`src/rtl/wdog_pkg.sv`:
```
package wdog_pkg;
  localparam int unsigned DATA_W    = 32;
  localparam logic [7:0]  ADDR_CTL  = 8'h00;
  localparam logic [7:0]  ADDR_MODE = 8'h04;
  localparam logic [7:0]  ADDR_STAT = 8'h08;
  localparam logic [7:0]  RST_KEY   = 8'hA5;
  localparam logic [DATA_W-1:0] MODE_RESET = 32'h3FFF_AFFF;
  // mode register bit positions
  localparam int unsigned MB_IDLE_HALT = 29;
  localparam int unsigned MB_DBG_HALT  = 28;
  localparam int unsigned MB_ONES_LSB  = 16;
  localparam int unsigned MB_ONES_W    = 12;
  localparam int unsigned MB_DISABLE   = 15;
  localparam int unsigned MB_RST_EN    = 13;
  localparam int unsigned MB_IRQ_EN    = 12;
  localparam int unsigned ST_CNT_LSB   = 16;
endpackage

```
`src/rtl/wdog_rst_sync.sv`:
```
module wdog_rst_sync #(
  parameter int unsigned STAGES = 2
) (
  input  logic clk,
  input  logic rst_n,
  output logic rst_n_sync
);
  logic [STAGES-1:0] chain_q;

  always_ff @(posedge clk or negedge rst_n) begin
    if (!rst_n) chain_q <= '0;
    else        chain_q <= {chain_q[STAGES-2:0], 1'b1};
  end

  assign rst_n_sync = chain_q[STAGES-1];
endmodule

```
`src/rtl/wdog_tick_sync.sv`:
```
module wdog_tick_sync #(
  parameter int unsigned STAGES = 2
) (
  input  logic clk,
  input  logic rst_n,
  input  logic slow_clk,
  output logic tick
);
  // STAGES synchronizer flops plus one history flop for edge detection
  logic [STAGES:0] sh_q;
  logic [STAGES:0] sh_d;

  always_comb sh_d = {sh_q[STAGES-1:0], slow_clk};

  always_ff @(posedge clk or negedge rst_n) begin
    if (!rst_n) sh_q <= '0;
    else        sh_q <= sh_d;
  end

  assign tick = sh_q[STAGES-1] & ~sh_q[STAGES];
endmodule

```
`src/rtl/wdog_modereg.sv`:
```
module wdog_modereg
  import wdog_pkg::*;
(
  input  logic              clk,
  input  logic              rst_n,
  input  logic              wr,
  input  logic [DATA_W-1:0] wdata,
  output logic [DATA_W-1:0] mode_q,
  output logic              locked,
  output logic              err_set
);
  logic [DATA_W-1:0] mode_d;
  logic              lock_d;

  always_comb begin
    mode_d  = mode_q;
    lock_d  = locked;
    err_set = 1'b0;
    if (wr && !locked) begin
      mode_d  = wdata;
      lock_d  = 1'b1;
      err_set = wdata[MB_ONES_LSB +: MB_ONES_W] != {MB_ONES_W{1'b1}};
    end
  end

  always_ff @(posedge clk or negedge rst_n) begin
    if (!rst_n) begin
      mode_q <= MODE_RESET;
      locked <= 1'b0;
    end else begin
      mode_q <= mode_d;
      locked <= lock_d;
    end
  end
endmodule

```
`src/rtl/wdog_counter.sv`:
```
module wdog_counter #(
  parameter int unsigned CNT_W       = 12,
  parameter int unsigned GUARD_TICKS = 3,
  parameter logic [CNT_W-1:0] CNT_RESET = '1
) (
  input  logic             clk,
  input  logic             rst_n,
  input  logic             tick,
  input  logic             enable,
  input  logic             halt,
  input  logic             restart,
  input  logic [CNT_W-1:0] reload,
  output logic [CNT_W-1:0] cnt_q,
  output logic             udf_set
);
  localparam int unsigned GW = $clog2(GUARD_TICKS + 1);

  logic [CNT_W-1:0] cnt_d;
  logic [CNT_W-1:0] shadow_q;
  logic [CNT_W-1:0] shadow_d;
  logic [GW-1:0]    guard_q;
  logic [GW-1:0]    guard_d;
  logic             run;

  assign run = tick & enable & ~halt;

  always_comb begin
    shadow_d = (guard_q == '0) ? reload : shadow_q;
    guard_d  = guard_q;
    if (tick && guard_q != '0) guard_d = guard_q - 1'b1;
    if (restart) guard_d = GW'(GUARD_TICKS);
  end

  always_comb begin
    cnt_d   = cnt_q;
    udf_set = 1'b0;
    if (restart) begin
      cnt_d = shadow_q;
    end else if (run) begin
      if (cnt_q <= CNT_W'(1)) begin
        udf_set = 1'b1;
        cnt_d   = shadow_q;
      end else begin
        cnt_d = cnt_q - 1'b1;
      end
    end
  end

  always_ff @(posedge clk or negedge rst_n) begin
    if (!rst_n) begin
      cnt_q    <= CNT_RESET;
      shadow_q <= CNT_RESET;
      guard_q  <= '0;
    end else begin
      cnt_q    <= cnt_d;
      shadow_q <= shadow_d;
      guard_q  <= guard_d;
    end
  end
endmodule

```
`src/rtl/oncecfg_wdog.sv`:
```
module oncecfg_wdog
  import wdog_pkg::*;
#(
  parameter int unsigned ADDR_W      = 4,
  parameter int unsigned CNT_W       = 12,
  parameter int unsigned GUARD_TICKS = 3,
  parameter int unsigned SYNC_STAGES = 2
) (
  input  logic              clk,
  input  logic              rst_n,
  input  logic              slow_clk,
  input  logic [ADDR_W-1:0] bus_addr,
  input  logic              bus_we,
  input  logic              bus_re,
  input  logic [DATA_W-1:0] bus_wdata,
  output logic [DATA_W-1:0] bus_rdata,
  input  logic              sys_idle,
  input  logic              cpu_debug,
  output logic              irq_o,
  output logic              wdrst_o
);
  logic              rst_s_n;
  logic              tick;
  logic [DATA_W-1:0] mode_q;
  logic              locked;
  logic              err_set;
  logic              udf_set;
  logic [CNT_W-1:0]  cnt_q;
  logic              wr_ctl, wr_mode, rd_stat, restart, halt;
  logic              udf_q, udf_d, err_q, err_d, fault;

  wdog_rst_sync #(.STAGES(SYNC_STAGES)) u_rst (
    .clk(clk), .rst_n(rst_n), .rst_n_sync(rst_s_n));

  wdog_tick_sync #(.STAGES(SYNC_STAGES)) u_tick (
    .clk(clk), .rst_n(rst_s_n), .slow_clk(slow_clk), .tick(tick));

  assign wr_ctl  = bus_we && (bus_addr == ADDR_W'(ADDR_CTL));
  assign wr_mode = bus_we && (bus_addr == ADDR_W'(ADDR_MODE));
  assign rd_stat = bus_re && (bus_addr == ADDR_W'(ADDR_STAT));
  assign restart = wr_ctl && (bus_wdata[31:24] == RST_KEY) && bus_wdata[0];
  assign halt    = (mode_q[MB_IDLE_HALT] & sys_idle) |
                   (mode_q[MB_DBG_HALT]  & cpu_debug);

  wdog_modereg u_mode (
    .clk(clk), .rst_n(rst_s_n), .wr(wr_mode), .wdata(bus_wdata),
    .mode_q(mode_q), .locked(locked), .err_set(err_set));

  wdog_counter #(.CNT_W(CNT_W), .GUARD_TICKS(GUARD_TICKS),
                 .CNT_RESET(MODE_RESET[CNT_W-1:0])) u_cnt (
    .clk(clk), .rst_n(rst_s_n), .tick(tick),
    .enable(~mode_q[MB_DISABLE]), .halt(halt), .restart(restart),
    .reload(mode_q[CNT_W-1:0]), .cnt_q(cnt_q), .udf_set(udf_set));

  // sticky fault flags: a new fault wins over a clearing read
  always_comb begin
    udf_d = rd_stat ? 1'b0 : udf_q;
    err_d = rd_stat ? 1'b0 : err_q;
    if (udf_set) udf_d = 1'b1;
    if (err_set) err_d = 1'b1;
  end

  always_ff @(posedge clk or negedge rst_s_n) begin
    if (!rst_s_n) begin
      udf_q <= 1'b0;
      err_q <= 1'b0;
    end else begin
      udf_q <= udf_d;
      err_q <= err_d;
    end
  end

  assign fault   = udf_q | err_q;
  assign irq_o   = fault & mode_q[MB_IRQ_EN];
  assign wdrst_o = fault & mode_q[MB_RST_EN];

  always_comb begin
    bus_rdata = '0;
    if (bus_addr == ADDR_W'(ADDR_MODE)) begin
      bus_rdata = mode_q;
    end else if (bus_addr == ADDR_W'(ADDR_STAT)) begin
      bus_rdata[ST_CNT_LSB +: CNT_W] = cnt_q;
      bus_rdata[1] = err_q;
      bus_rdata[0] = udf_q;
    end
  end
endmodule

```
`config.mk`:
```
export PLATFORM = sky130hd
export DESIGN_NAME = oncecfg_wdog
export DESIGN_NICKNAME = d
export VERILOG_FILES = /design/src/rtl/wdog_pkg.sv /design/src/rtl/wdog_rst_sync.sv /design/src/rtl/wdog_tick_sync.sv /design/src/rtl/wdog_modereg.sv /design/src/rtl/wdog_counter.sv /design/src/rtl/oncecfg_wdog.sv
export SDC_FILE = /design/constraint.sdc
export NUM_CORES = 1
export LEC_CHECK = 0
export BUFFER_PORTS_ARGS = -buffer_cell sky130_fd_sc_hd__buf_4
export CELL_PAD_IN_SITES_DETAIL_PLACEMENT = 1
export CELL_PAD_IN_SITES_GLOBAL_PLACEMENT = 2
export CORE_ASPECT_RATIO = 1.1
export CORE_MARGIN = 4
export CORE_UTILIZATION = 33
export CTS_BUF_LIST = sky130_fd_sc_hd__clkbuf_2 sky130_fd_sc_hd__clkbuf_4 sky130_fd_sc_hd__clkbuf_8
export DETAILED_ROUTE_END_ITERATION = 8
export PLACE_DENSITY = 0.83
export SYNTH_ARGS = -nofsm -noshare
export SYNTH_HDL_FRONTEND = slang
export SYNTH_SLANG_ARGS = --single-unit
```
`constraint.sdc`:
```
create_clock -name clk -period 1.91 [get_ports clk]
set_input_delay 0.4775 -clock clk [delete_from_list [all_inputs] [get_ports clk]]
set_output_delay 0.4775 -clock clk [all_outputs]
set_load 0.02 [all_outputs]
```
Word-level counts from Yosys, hierarchy flattened
Cells that the tools add are included.
- register bits: 66
- input bits: 43
- add/sub/neg operators: 2
- order comparisons: 1
- equality and inequality tests: 4
- mux-type cells: 18
- bitwise logic cells: 12
- reduce and logical (&&, ||, !) cells: 15
- operator list (operator ; count):
    $mux 12 ; 5
    $mux 14 ; 1
    $le 12x1->1 const B ; 1
    $ne 12x12->1 const B ; 1
    $sub 12x1->12 const B ; 1
    $reduce_bool 2->1 ; 5
    $eq 8x8->1 const B ; 1
    $mux 2 ; 4
    $and 1x1->1 ; 7
    $logic_and 1x1->1 ; 7
    $mux 1 ; 7
    $eq 4x3->1 const B ; 1
    $eq 4x4->1 const B ; 1
    $logic_not 4->1 ; 1
    $mux 4 ; 1
    $not 1->1 ; 3
    $logic_not 2->1 ; 1
    $or 1x1->1 ; 2
    $sub 2x1->2 const B ; 1
    $logic_not 1->1 ; 1

Depth between registers and ports, before layout
Gate-level depths: netlist (run 1).
- depth in word-level cells: 7
- depth in mapped cells: 8

Hierarchy
Synthesis (run 1) repeated with hierarchy kept, for this count alone.
- cell total of the unflattened synthesis: 272
- area total of the unflattened synthesis: 3540.9 sq um
- modules (own cells, without submodules) (module ; instances ; cells an instance ; area each (sq um)):
    wdog_counter ; 1 ; 134 ; 1487.7
    wdog_modereg ; 1 ; 75 ; 1448.9
    oncecfg_wdog ; 1 ; 56 ; 461.7
    wdog_tick_sync ; 1 ; 4 ; 88.8
    wdog_rst_sync ; 1 ; 3 ; 53.8

Least setup slack after synthesis (run 1)
No wires, ideal clock.
- path kind: input to output
- start: input port bus_addr[1]
- end: output port bus_rdata[0]
- arrival: 1599 ps
- setup slack: -166 ps
- stages: 5
- path through: nor3_1 and2_1 clkbuf_1 clkbuf_1 a22o_1
- cells in the longest elaborated chain, start to end: 3
- ends and longest elaborated chain (item ; RTL line ; RTL):
    from (decl) ; oncecfg_wdog.sv:12 ; input logic [ADDR_W-1:0] bus_addr,
    $eq 4x4->1 ; oncecfg_wdog.sv:81 ; end else if (bus_addr == ADDR_W'(ADDR_STAT)) begin
    $mux 2 ; oncecfg_wdog.sv:81 ;
    $mux 2 * ; oncecfg_wdog.sv:79 ; if (bus_addr == ADDR_W'(ADDR_MODE)) begin
    to (decl) ; oncecfg_wdog.sv:16 ; output logic [DATA_W-1:0] bus_rdata,
Every way passes the cells marked *; elsewhere a longest branch is shown, timed or not.

Worst setup path after layout (run 1)
- start: input port bus_addr[0]
- end: output port bus_rdata[19]
- cells in the longest elaborated chain, start to end: 3
- ends and longest elaborated chain (item ; RTL line):
    $eq 4x4->1 ; oncecfg_wdog.sv:81
    $mux 12 ; oncecfg_wdog.sv:81
    $mux 12 * ; oncecfg_wdog.sv:79
Marks and branches as above.

==> results_dict.tcl, run 1 <==
set metrics [dict create \
    status "finished, violations left" \
    violations "negative setup slack" \
    critPathSlowestCell "nor4b_4" \
    cts_tree "yes" \
    viasPerCell 5.125 \
    final_common_cell "buf_4" \
    numCtsBuffers 9 \
    period_needed_ns 1.996 \
    portBuffers 76 \
    synth_cell_types 51 \
    hp-class "reg2async" \
    synth_area_leaders "dfstp_2 (42%), mux2_2 (13%), dfrtp_1 (11%), and2_1 (3.8%), a22o_1 (3.8%)" \
    clock-sinks 66 \
    grt_pass1_wl_um 14530 \
    cp_max_fo 11 \
    h-tree-depth 3 \
    cts.clk_slew.worst_paths_ns 0.07 \
    stdcell_area_um2 4631 \
    start_util_pct 34.26 \
    skew_ns 0.007478 \
    drive_above_1_share_pct 63.23 \
    slew_viol_final 0 \
    dp_slack_ns -0.1090 \
    rsz0062_at_grt "true" \
    antenna_found_initial 0 \
    grt_usage_pct 16.34 \
    routedWlPerCell_um 18.69 \
    row_count 37 \
    finalNetCount 419 \
    fin_crit_sh_pct 104.5 \
    ant_nets 0 \
    grt_pass1_vias 2799 \
    fin_util_pct 48.79 \
    n_antenna_cell 0 \
    clkLatencyLatePin_ns 0.34 \
    wl_um 9250 \
    area_growth_pct 42.40 \
    cp_cell_sequence "buf_8, nor4b_4, buf_4, buf_12, a22o_1, buf_6" \
    p_per_area_nw_per_um2 1179 \
    drv_cap 0 \
    gp_congestion 0.8386 \
    syn_avg_cell_area_um2 12.32 \
    r2r_cells 6 \
    r2r_setup_slack_ns 0.05 \
    ir_worst_vdd_uv 471.7 \
    dp_cells 469 \
    cp.required_ns 1.43 \
    end_kind "output pin" \
    yosys_warnings 0 \
    arrival_ns 1.52 \
    grt_start_max_net_pins 34 \
    yosysTopAreaCellShare_pct 42.02 \
    async_flop_share_pct 100.0 \
    pin_count 77 \
    synth_area_leader_cell "dfstp_2" \
    core_um2 9490 \
    ys_seq_area_share_pct 52.79 \
    layout.cells.non_filler 495 \
    hold_viol 0 \
    worstSetupPathType "in2out" \
    clk_path_buf_depth 2 \
    dieWidth_um 102.7 \
    holdWs_ns 0.2382 \
    netlist_instances 264 \
    cp-start-kind "input port" \
    dieArea_um2 11510 \
    fillers 1010 \
    drt_pass1_iterations 4 \
    synth_top_flop_cell "dfstp_2" \
    cpPeakStageDelay_ns 0.32 \
    p_leak_nw 2.016 \
    drt_iter0_markers 66 \
    fin_ws_ns -0.08579 \
    ys_seq_elements 66 \
    max_freq_mhz 501.1 \
    drc 0 \
    die_y_um 112.1 \
    vias 2537 \
    layout_common_cells "buf_4 (83), dfstp_2 (52), mux2_2 (37), buf_6 (24), and2_1 (19)" \
    synth_edf_count 0 \
    timing.rr.end "u_cnt.cnt_q[9]" \
    synth_fp_nets 310 \
    gr-total-overflow 0 \
    dp_hpwl_um 6743 \
    cts_root_buffer "clkbuf_8" \
    timing.rr.start "u_cnt.cnt_q[9]" \
    place_area_um2 4144 \
    setup_viol 32 \
    synth_area_um2 3252 \
]
==> state kept, by name, indices dropped and copies added, names as in the netlist <==
signal,cells
u_cnt.cnt_q,12
u_rst.chain_q,2
u_cnt.shadow_q,12
u_mode.mode_q,32
err_q,1
udf_q,1
u_mode.locked,1
u_cnt.guard_q,2
u_tick.sh_q,3
==> layout make-up <==
type / instances / area (um^2) / area share [%]
Multi-Input combinational cell: 177 / 1500 / 32.40
Inverter: 5 / 18.77 / 0.4053
Clock inverter: 1 / 30.03 / 0.6485
Timing Repair Buffer: 114 / 1023 / 22.10
Sequential cell: 66 / 1718 / 37.10
Clock buffer: 15 / 193.9 / 4.188
Tap cell: 117 / 146.4 / 3.161
==> worst max-delay path, delay by kind of cell <==
kind,cells,cell delay (ns)
AOI/OAI and AO/OA,1,0.17
buffers and inverters,4,0.54
and+or+nand+nor,1,0.32
==> how the worst max path moves through the flow <==
stage           startpoint            end  slack, ns  cells after the start
2_1_floorplan  bus_addr[1]   bus_rdata[0]      -0.04                      5
3_3_place_gp   bus_addr[1]  bus_rdata[24]      -0.08                      6
3_5_place_dp   bus_addr[1]  bus_rdata[24]      -0.11                      6
4_1_cts        bus_addr[3]  bus_rdata[24]      -0.06                      5
5_1_grt        bus_addr[0]  bus_rdata[26]      -0.14                      6
6_report       bus_addr[0]  bus_rdata[19]      -0.09                      6
==> cells in the mapped netlist (2+ instances only) <==
master    count
dfrtp_1      14
nor2_1        8
mux2_2       37
clkbuf_1      6
o41ai_1       2
a22oi_1       2
inv_1         5
a22o_1       14
a21oi_1       6
a221o_1       2
and4_1        2
o21ai_0       7
and2_1       20
nor3_1        8
buf_6         2
nand4_1       5
o22ai_1       3
o21a_1        6
ha_1          3
or4_1         2
mux2_1        7
buf_2         6
o311ai_1      2
dfstp_2      52
mux2i_1       3
nor3b_1       2
nand2_1      13
or3b_2        2
==> routing by layer <==
layer / track usage [%] / wire length [um] / vias to the layer above
met3: 3.853 / 341 / 16
met4: 6.474 / 242 / 0
met5: 0 / 0 / -
met1: 19.98 / 3839 / 1283
li1: - / - / 1191
met2: 27.39 / 4827 / 47
==> metrics by stage <==
step           total power [W]  setup TNS, ns
3_3_place_gp          0.003940         -1.611
4_1_cts               0.005427         -1.181
2_1_floorplan         0.003415        -0.3843
5_1_grt               0.005815         -3.739
3_5_place_dp          0.004034         -2.752
6_report              0.005459         -2.006
==> kinds of logic (layout without fill, tap and decap cells) <==
group | after synthesis | after routing | share of synthesized area [%]
buffers and inverters | 21 | 135 | 3.232
adder cells (fa/ha/maj) | 3 | 3 | 1.154
other | 1 | 1 | 0.1153
AND/OR/NAND/NOR | 72 | 72 | 14.01
flip-flops | 66 | 66 | 52.79
XOR/XNOR | 1 | 1 | 0.2694
AO/OA/AOI/OAI | 53 | 53 | 12.27
multiplexers | 47 | 47 | 16.16
==> timing repair <==
| item | CTS | global route |
|---|---|---|
| buffers inserted | 3 | 5 |
| cloned | 0 | 1 |
| setup endpoints to repair | 39 | 44 |
| gates resized for setup | 28 | 15 |
| endpoints found under the hold margin | 2 | 0 |
| pin swaps | 3 | 17 |
| hold buffers | 1 | 0 |
==> power by group <==
part	internal, W	switching, W
registers	0.00214	0.000459
logic	0.000893	0.000682
clock network	0.000776	0.000514
total	0.00380	0.00165
Note: power is estimated with default switching activity, not from simulation.
==> run 2, diff against run 1 <==
- ABC_AREA: not set -> 1
- CORE_UTILIZATION: 33 -> 28
- PLACE_DENSITY: 0.83 -> 0.81
==> run 2 against run 1 <==
  * The flow now finishes without violations
  * Die area grew 24%
  * Clock power shrank 7%
  * Final area is 0.92% lower
  * Cell count increased by 45%
==> results_dict.tcl, run 2 <==
set metrics [dict create \
    status "finished, final reports clean" \
    cp_max_fo 14 \
    viasPerCell 4.476 \
    ys_seq_elements 66 \
    fin_crit_sh_pct 98.07 \
    fillers 1537 \
    dp_hpwl_um 7912 \
    place_area_um2 4323 \
    synth_fp_nets 513 \
    synth_edf_count 0 \
    grt_pass1_wl_um 16950 \
    drc 0 \
    layout_common_cells "nand2_1 (150), buf_4 (90), inv_1 (73), dfstp_2 (52), nor2_1 (42)" \
    start_util_pct 28.75 \
    largest_reg_flops 32 \
    async_flop_share_pct 100.0 \
    drt_iter0_markers 85 \
    core_um2 12090 \
    dieArea_um2 14260 \
    drt_pass1_iterations 4 \
    final_common_cell "nand2_1" \
    drive_above_1_share_pct 32.27 \
    cts_root_buffer "clkbuf_8" \
    gp_congestion 0.8004 \
    worstSetupPathType "in2out" \
    slew_viol_final 0 \
    power.total_w 0.005745 \
    numCtsBuffers 9 \
    max_freq_mhz 533.9 \
    syn_avg_cell_area_um2 7.440 \
    cp-start-kind "input port" \
    cts.clk_slew.worst_paths_ns 0.06 \
    cts_tree "yes" \
    synth_cell_types 31 \
    setup_viol 0 \
    cp.required_ns 1.43 \
    skew_ns 0.01309 \
    routedWlPerCell_um 14.14 \
    clock-sinks 66 \
    p_leak_nw 2.297 \
    arrival_ns 1.40 \
    yosys_warnings 0 \
    ys_seq_area_share_pct 49.41 \
    hp-class "in2reg" \
    period_needed_ns 1.873 \
    antenna_found_initial 0 \
    slew-limit-headroom_pct 65.57 \
    yosysMostFrequentCell "nand2_1" \
    regMostFlops "u_mode.mode_q" \
    dieWidth_um 114.2 \
    worstMarginPinSlew_ns 0.5159 \
    seqCellArea_um2 1718 \
    synth_area_um2 3475 \
    die_y_um 124.8 \
    gr-total-overflow 0 \
    multiInputGateArea_um2 1419 \
    ir_worst_vdd_uv 426.1 \
    grt_start_max_net_pins 65 \
    area_growth_pct 32.05 \
    p_per_area_nw_per_um2 1252 \
    clk_path_buf_depth 2 \
    n_antenna_cell 0 \
    h-tree-depth 3 \
    clkLatencyLatePin_ns 0.35 \
    netlist_instances 467 \
    vias 3214 \
    wl_um 10150 \
    stdcell_area_um2 4588 \
    synth_top_flop_cell "dfstp_2" \
    grt_usage_pct 14.78 \
    pin_count 77 \
    ant_nets 0 \
    finalNetCount 605 \
    portBuffers 76 \
    drv_cap 0 \
    top_regs "u_mode.mode_q x32, u_cnt.cnt_q x12, u_cnt.shadow_q x12" \
    grt_pass1_vias 3453 \
    row_count 42 \
    synth_area_leader_cell "dfstp_2" \
    hold_viol 0 \
    end_kind "output pin" \
    yosysTopAreaCellShare_pct 39.32 \
    synth_common_cells "nand2_1 (152), inv_1 (75), dfstp_2 (52)" \
    synth_area_leaders "dfstp_2 (39%), nand2_1 (16%), dfrtp_1 (10%), inv_1 (8.1%), o21ai_0 (7.1%)" \
]
==> run 2: cell count changes after synthesis, moves of 7 or more <==
cell and change:
nor2_1 +35, mux2_1 -7, nand3_1 +25, nand2_1 +139
o21ai_1 +10, o21ai_0 +42, mux2_2 -37, a22o_1 -14
and2_1 -20, inv_1 +70
==> run 2: metal layers <==
metal  share of wire (%)  global-route usage, %  vias up
li1                    -                      -     1620
met1                  47                  19.47     1516
met2                  47                  23.43       68
met3                 4.7                  4.227       10
met4                 1.2                  4.403        0
met5                   0                      0        -
==> run 2: power by group <==
| group | internal [W] | total [W] | switching [W] |
|---|---|---|---|
| clock | 0.000668 | 0.00120 | 0.000535 |
| sequential | 0.00218 | 0.00249 | 0.000312 |
| combinational | 0.000754 | 0.00205 | 0.00130 |
| total | 0.00360 | 0.00574 | 0.00215 |
==> run 2: logic make-up after synthesis <==
family	share of synthesized area, %
AND/OR/NAND/NOR	28.41
buffers and inverters	10.69
AO/OA/AOI/OAI	9.795
flip-flops	49.41
adder cells (fa/ha/maj)	1.080
XOR/XNOR	0.5042
other	0.1079
==> run 2: worst max-delay path, stage by stage <==
cell     delay (ns)
buf_4          0.12
nor2_4         0.16
nand3_1        0.10
buf_4          0.21
o21ai_0        0.16
buf_4          0.17
==> run 2: final cells by class <==
class,count,share of cell area [%]
Sequential cell,66,37.44
Multi-Input combinational cell,311,30.92
Timing Repair Buffer,95,16.69
Inverter,76,6.299
Tap cell,154,4.200
Clock buffer,12,3.327
Clock inverter,4,1.118
==> run 2: timing repair <==
action	in CTS	in global routing
buffers inserted	1	1
hold endpoints to repair	2	0
pin swaps	1	2
resized for setup	5	19
setup endpoints to repair	4	26
hold buffers	1	0
==> run 2: final timing paths <==
check                            startpoint                end  slack, ns  cells past startpoint
setup reg to reg             u_cnt.cnt_q[0]    u_cnt.cnt_q[11]       0.15                     12
min in group asynchronous  u_rst.chain_q[1]     u_tick.sh_q[2]       0.26                      1
hold / removal                     slow_clk     u_tick.sh_q[0]       0.25                      1
setup / recovery                bus_addr[1]      bus_rdata[18]       0.04                      6
hold reg to reg            u_rst.chain_q[1]     u_tick.sh_q[2]       0.26                      1
max in group asynchronous  u_rst.chain_q[1]  u_cnt.shadow_q[5]       1.32                      1
==> run 2: metrics by stage <==
stage	hold WS, ns	TNS (ns)	util, %	cells	setup WS, ns
global route	0.2207	-0.04963	37.96	718	-0.01187
detailed placement	0.2612	-0.1054	35.77	699	-0.06497
CTS	0.2200	0	37.60	717	0.007375
finish	0.2469	0	37.96	718	0.03683
global placement	0.2605	0	35.77	699	0.03641
floorplan	0.1819	0	-	467	0.005926
==> run 3, diff against run 2 <==
- PLACE_DENSITY: 0.81 -> 0.78
==> run 3 against run 2 <==
  * Flip-flop and latch count is the same
  * Count of clock-buffer cells in the layout is 2 higher
  * Critical path depth shrank 2
  * Sequential power about the same
  * Sequential share of layout area down 0.061 points
  * Final area grew 0.16%
  * Combinational power increased by 2%
  * Clock power rose by 3%
  * Critical path type is now reg2out
  * Largest cell class unchanged
==> results_dict.tcl, run 3 (synthesis results as in run 2) <==
set metrics [dict create \
    p_per_area_nw_per_um2 1262 \
    cts.clk_slew.worst_paths_ns 0.07 \
    crit_path_end "bus_rdata[16]" \
    vias 3167 \
    antenna_found_initial 0 \
    grt_usage_pct 15.20 \
    dieArea_um2 14260 \
    die_y_um 124.8 \
    ir_worst_vdd_uv 368.8 \
    status "finished, final reports clean" \
    layout.cells.non_filler 720 \
    cp-start-kind "flop" \
    arrival_ns 1.38 \
    dieWidth_um 114.2 \
    gp_congestion 0.8135 \
    clock-sinks 66 \
    drive_above_1_share_pct 31.80 \
    fin_crit_sh_pct 97.47 \
    grt_start_max_net_pins 65 \
    grt_pass1_vias 3432 \
    pin_count 77 \
    timing.rr.start "u_mode.mode_q[28]" \
    rsz0062_at_grt "true" \
    drc 0 \
    skew_ns 0.005032 \
    area_growth_pct 32.27 \
    clkLatencyLatePin_ns 0.34 \
    p_leak_nw 2.314 \
    finalNetCount 607 \
    fin_util_pct 38.02 \
    viasPerCell 4.399 \
    routedWlPerCell_um 14.14 \
    cp.required_ns 1.43 \
    grt_pass1_wl_um 17300 \
    holdWs_ns 0.2407 \
    final_common_cell "nand2_1" \
    portBuffers 76 \
    r2r_setup_slack_ns 0.14 \
    n_antenna_cell 0 \
    worstSetupPathType "reg2out" \
    slew-limit-headroom_pct 57.99 \
    dp_cells 699 \
    crit_path_start "u_cnt.cnt_q[0]" \
    drt_iter0_markers 85 \
    clk_path_buf_depth 2 \
    r2r_cells 7 \
    slew_viol_final 0 \
    tns_ns 0 \
    h-tree-depth 3 \
    end_kind "output pin" \
    max_freq_mhz 537.1 \
    drv_cap 0 \
    setup_viol 0 \
    fin_ws_ns 0.04827 \
    gr-total-overflow 0 \
    worstMarginPinSlew_ns 0.6278 \
    hold_viol 0 \
    ant_nets 0 \
    cts_root_buffer "clkbuf_8" \
    start_util_pct 28.75 \
    dp_slack_ns 0.03302 \
    largest_reg_flops 32 \
    numCtsBuffers 9 \
    regMostFlops "u_mode.mode_q" \
    wl_um 10180 \
    layout_common_cells "nand2_1 (150), buf_4 (92), inv_1 (73), dfstp_2 (52), nor2_1 (43)" \
    timing.rr.end "u_cnt.cnt_q[5]" \
    hold_path_startpoint "slow_clk" \
    core_um2 12090 \
    dp_hpwl_um 7843 \
    drt_pass1_iterations 4 \
    cts_tree "yes" \
    hp-class "in2reg" \
    top_regs "u_mode.mode_q x32, u_cnt.cnt_q x12, u_cnt.shadow_q x12" \
    row_count 42 \
    period_needed_ns 1.862 \
    cp_max_fo 3 \
]
[run 3: changes by cell type in the layout (fill, tap and decap cells not counted), sizes merged]
cell	change
clkbuf	+2
clkinvlp	-1
buf	+2
clkinv	-1
[run 3: report_power, final]
| group | switching [W] | internal [W] | leakage [nW] |
|---|---|---|---|
| clock network | 0.000519 | 0.000717 | 0.111 |
| registers | 0.000285 | 0.00218 | 0.708 |
| logic | 0.00131 | 0.000790 | 1.50 |
[run 3: worst min-delay path by stage]
stage          cells after the start          endpoint  slack [ns]
3_5_place_dp                       1  u_rst.chain_q[0]        0.26
3_3_place_gp                       1  u_rst.chain_q[0]        0.26
2_1_floorplan                      0  u_rst.chain_q[0]        0.18
6_report                           1    u_tick.sh_q[0]        0.24
4_1_cts                            1    u_tick.sh_q[0]        0.22
5_1_grt                            1    u_tick.sh_q[0]        0.21
[run 3: stage by stage]
step | power (W) | instance area, um^2
6_report | 0.005802 | 4596
3_5_place_dp | 0.004533 | 4323
4_1_cts | 0.005838 | 4549
2_1_floorplan | 0.003778 | 3475
5_1_grt | 0.006377 | 4596
3_3_place_gp | 0.004451 | 4323
[run 3: what timing repair did]
item                       4_1_cts  5_1_grt
resized for setup                0       14
setup endpoints to repair        1       16
buffers inserted                 1        3
pin swaps                        0        3
hold buffers                     1        0
hold endpoints to repair         2        0
[run 3: cell type report]
cell class,count,area [um^2]
fillers,1531,7491
flip-flops and latches,66,1718
multi-input cells,311,1406
repair buffers,97,780.7
inverters,76,289.0
well taps,154,192.7
clock buffers,14,173.9
clock inverters,2,35.03
[run 3: routing by layer]
metal,global-route usage [%],part of all wire [%]
met1,20.82,49
met2,23.67,46
met3,3.790,4.3
met4,4.333,0.89
met5,0,0
[run 3: worst max-delay path, cell delays in order, from the launching register on]
cell and delay (ns):
dfstp_2 0.54, inv_1 0.05, buf_4 0.14, o21ai_0 0.15, buf_4 0.16
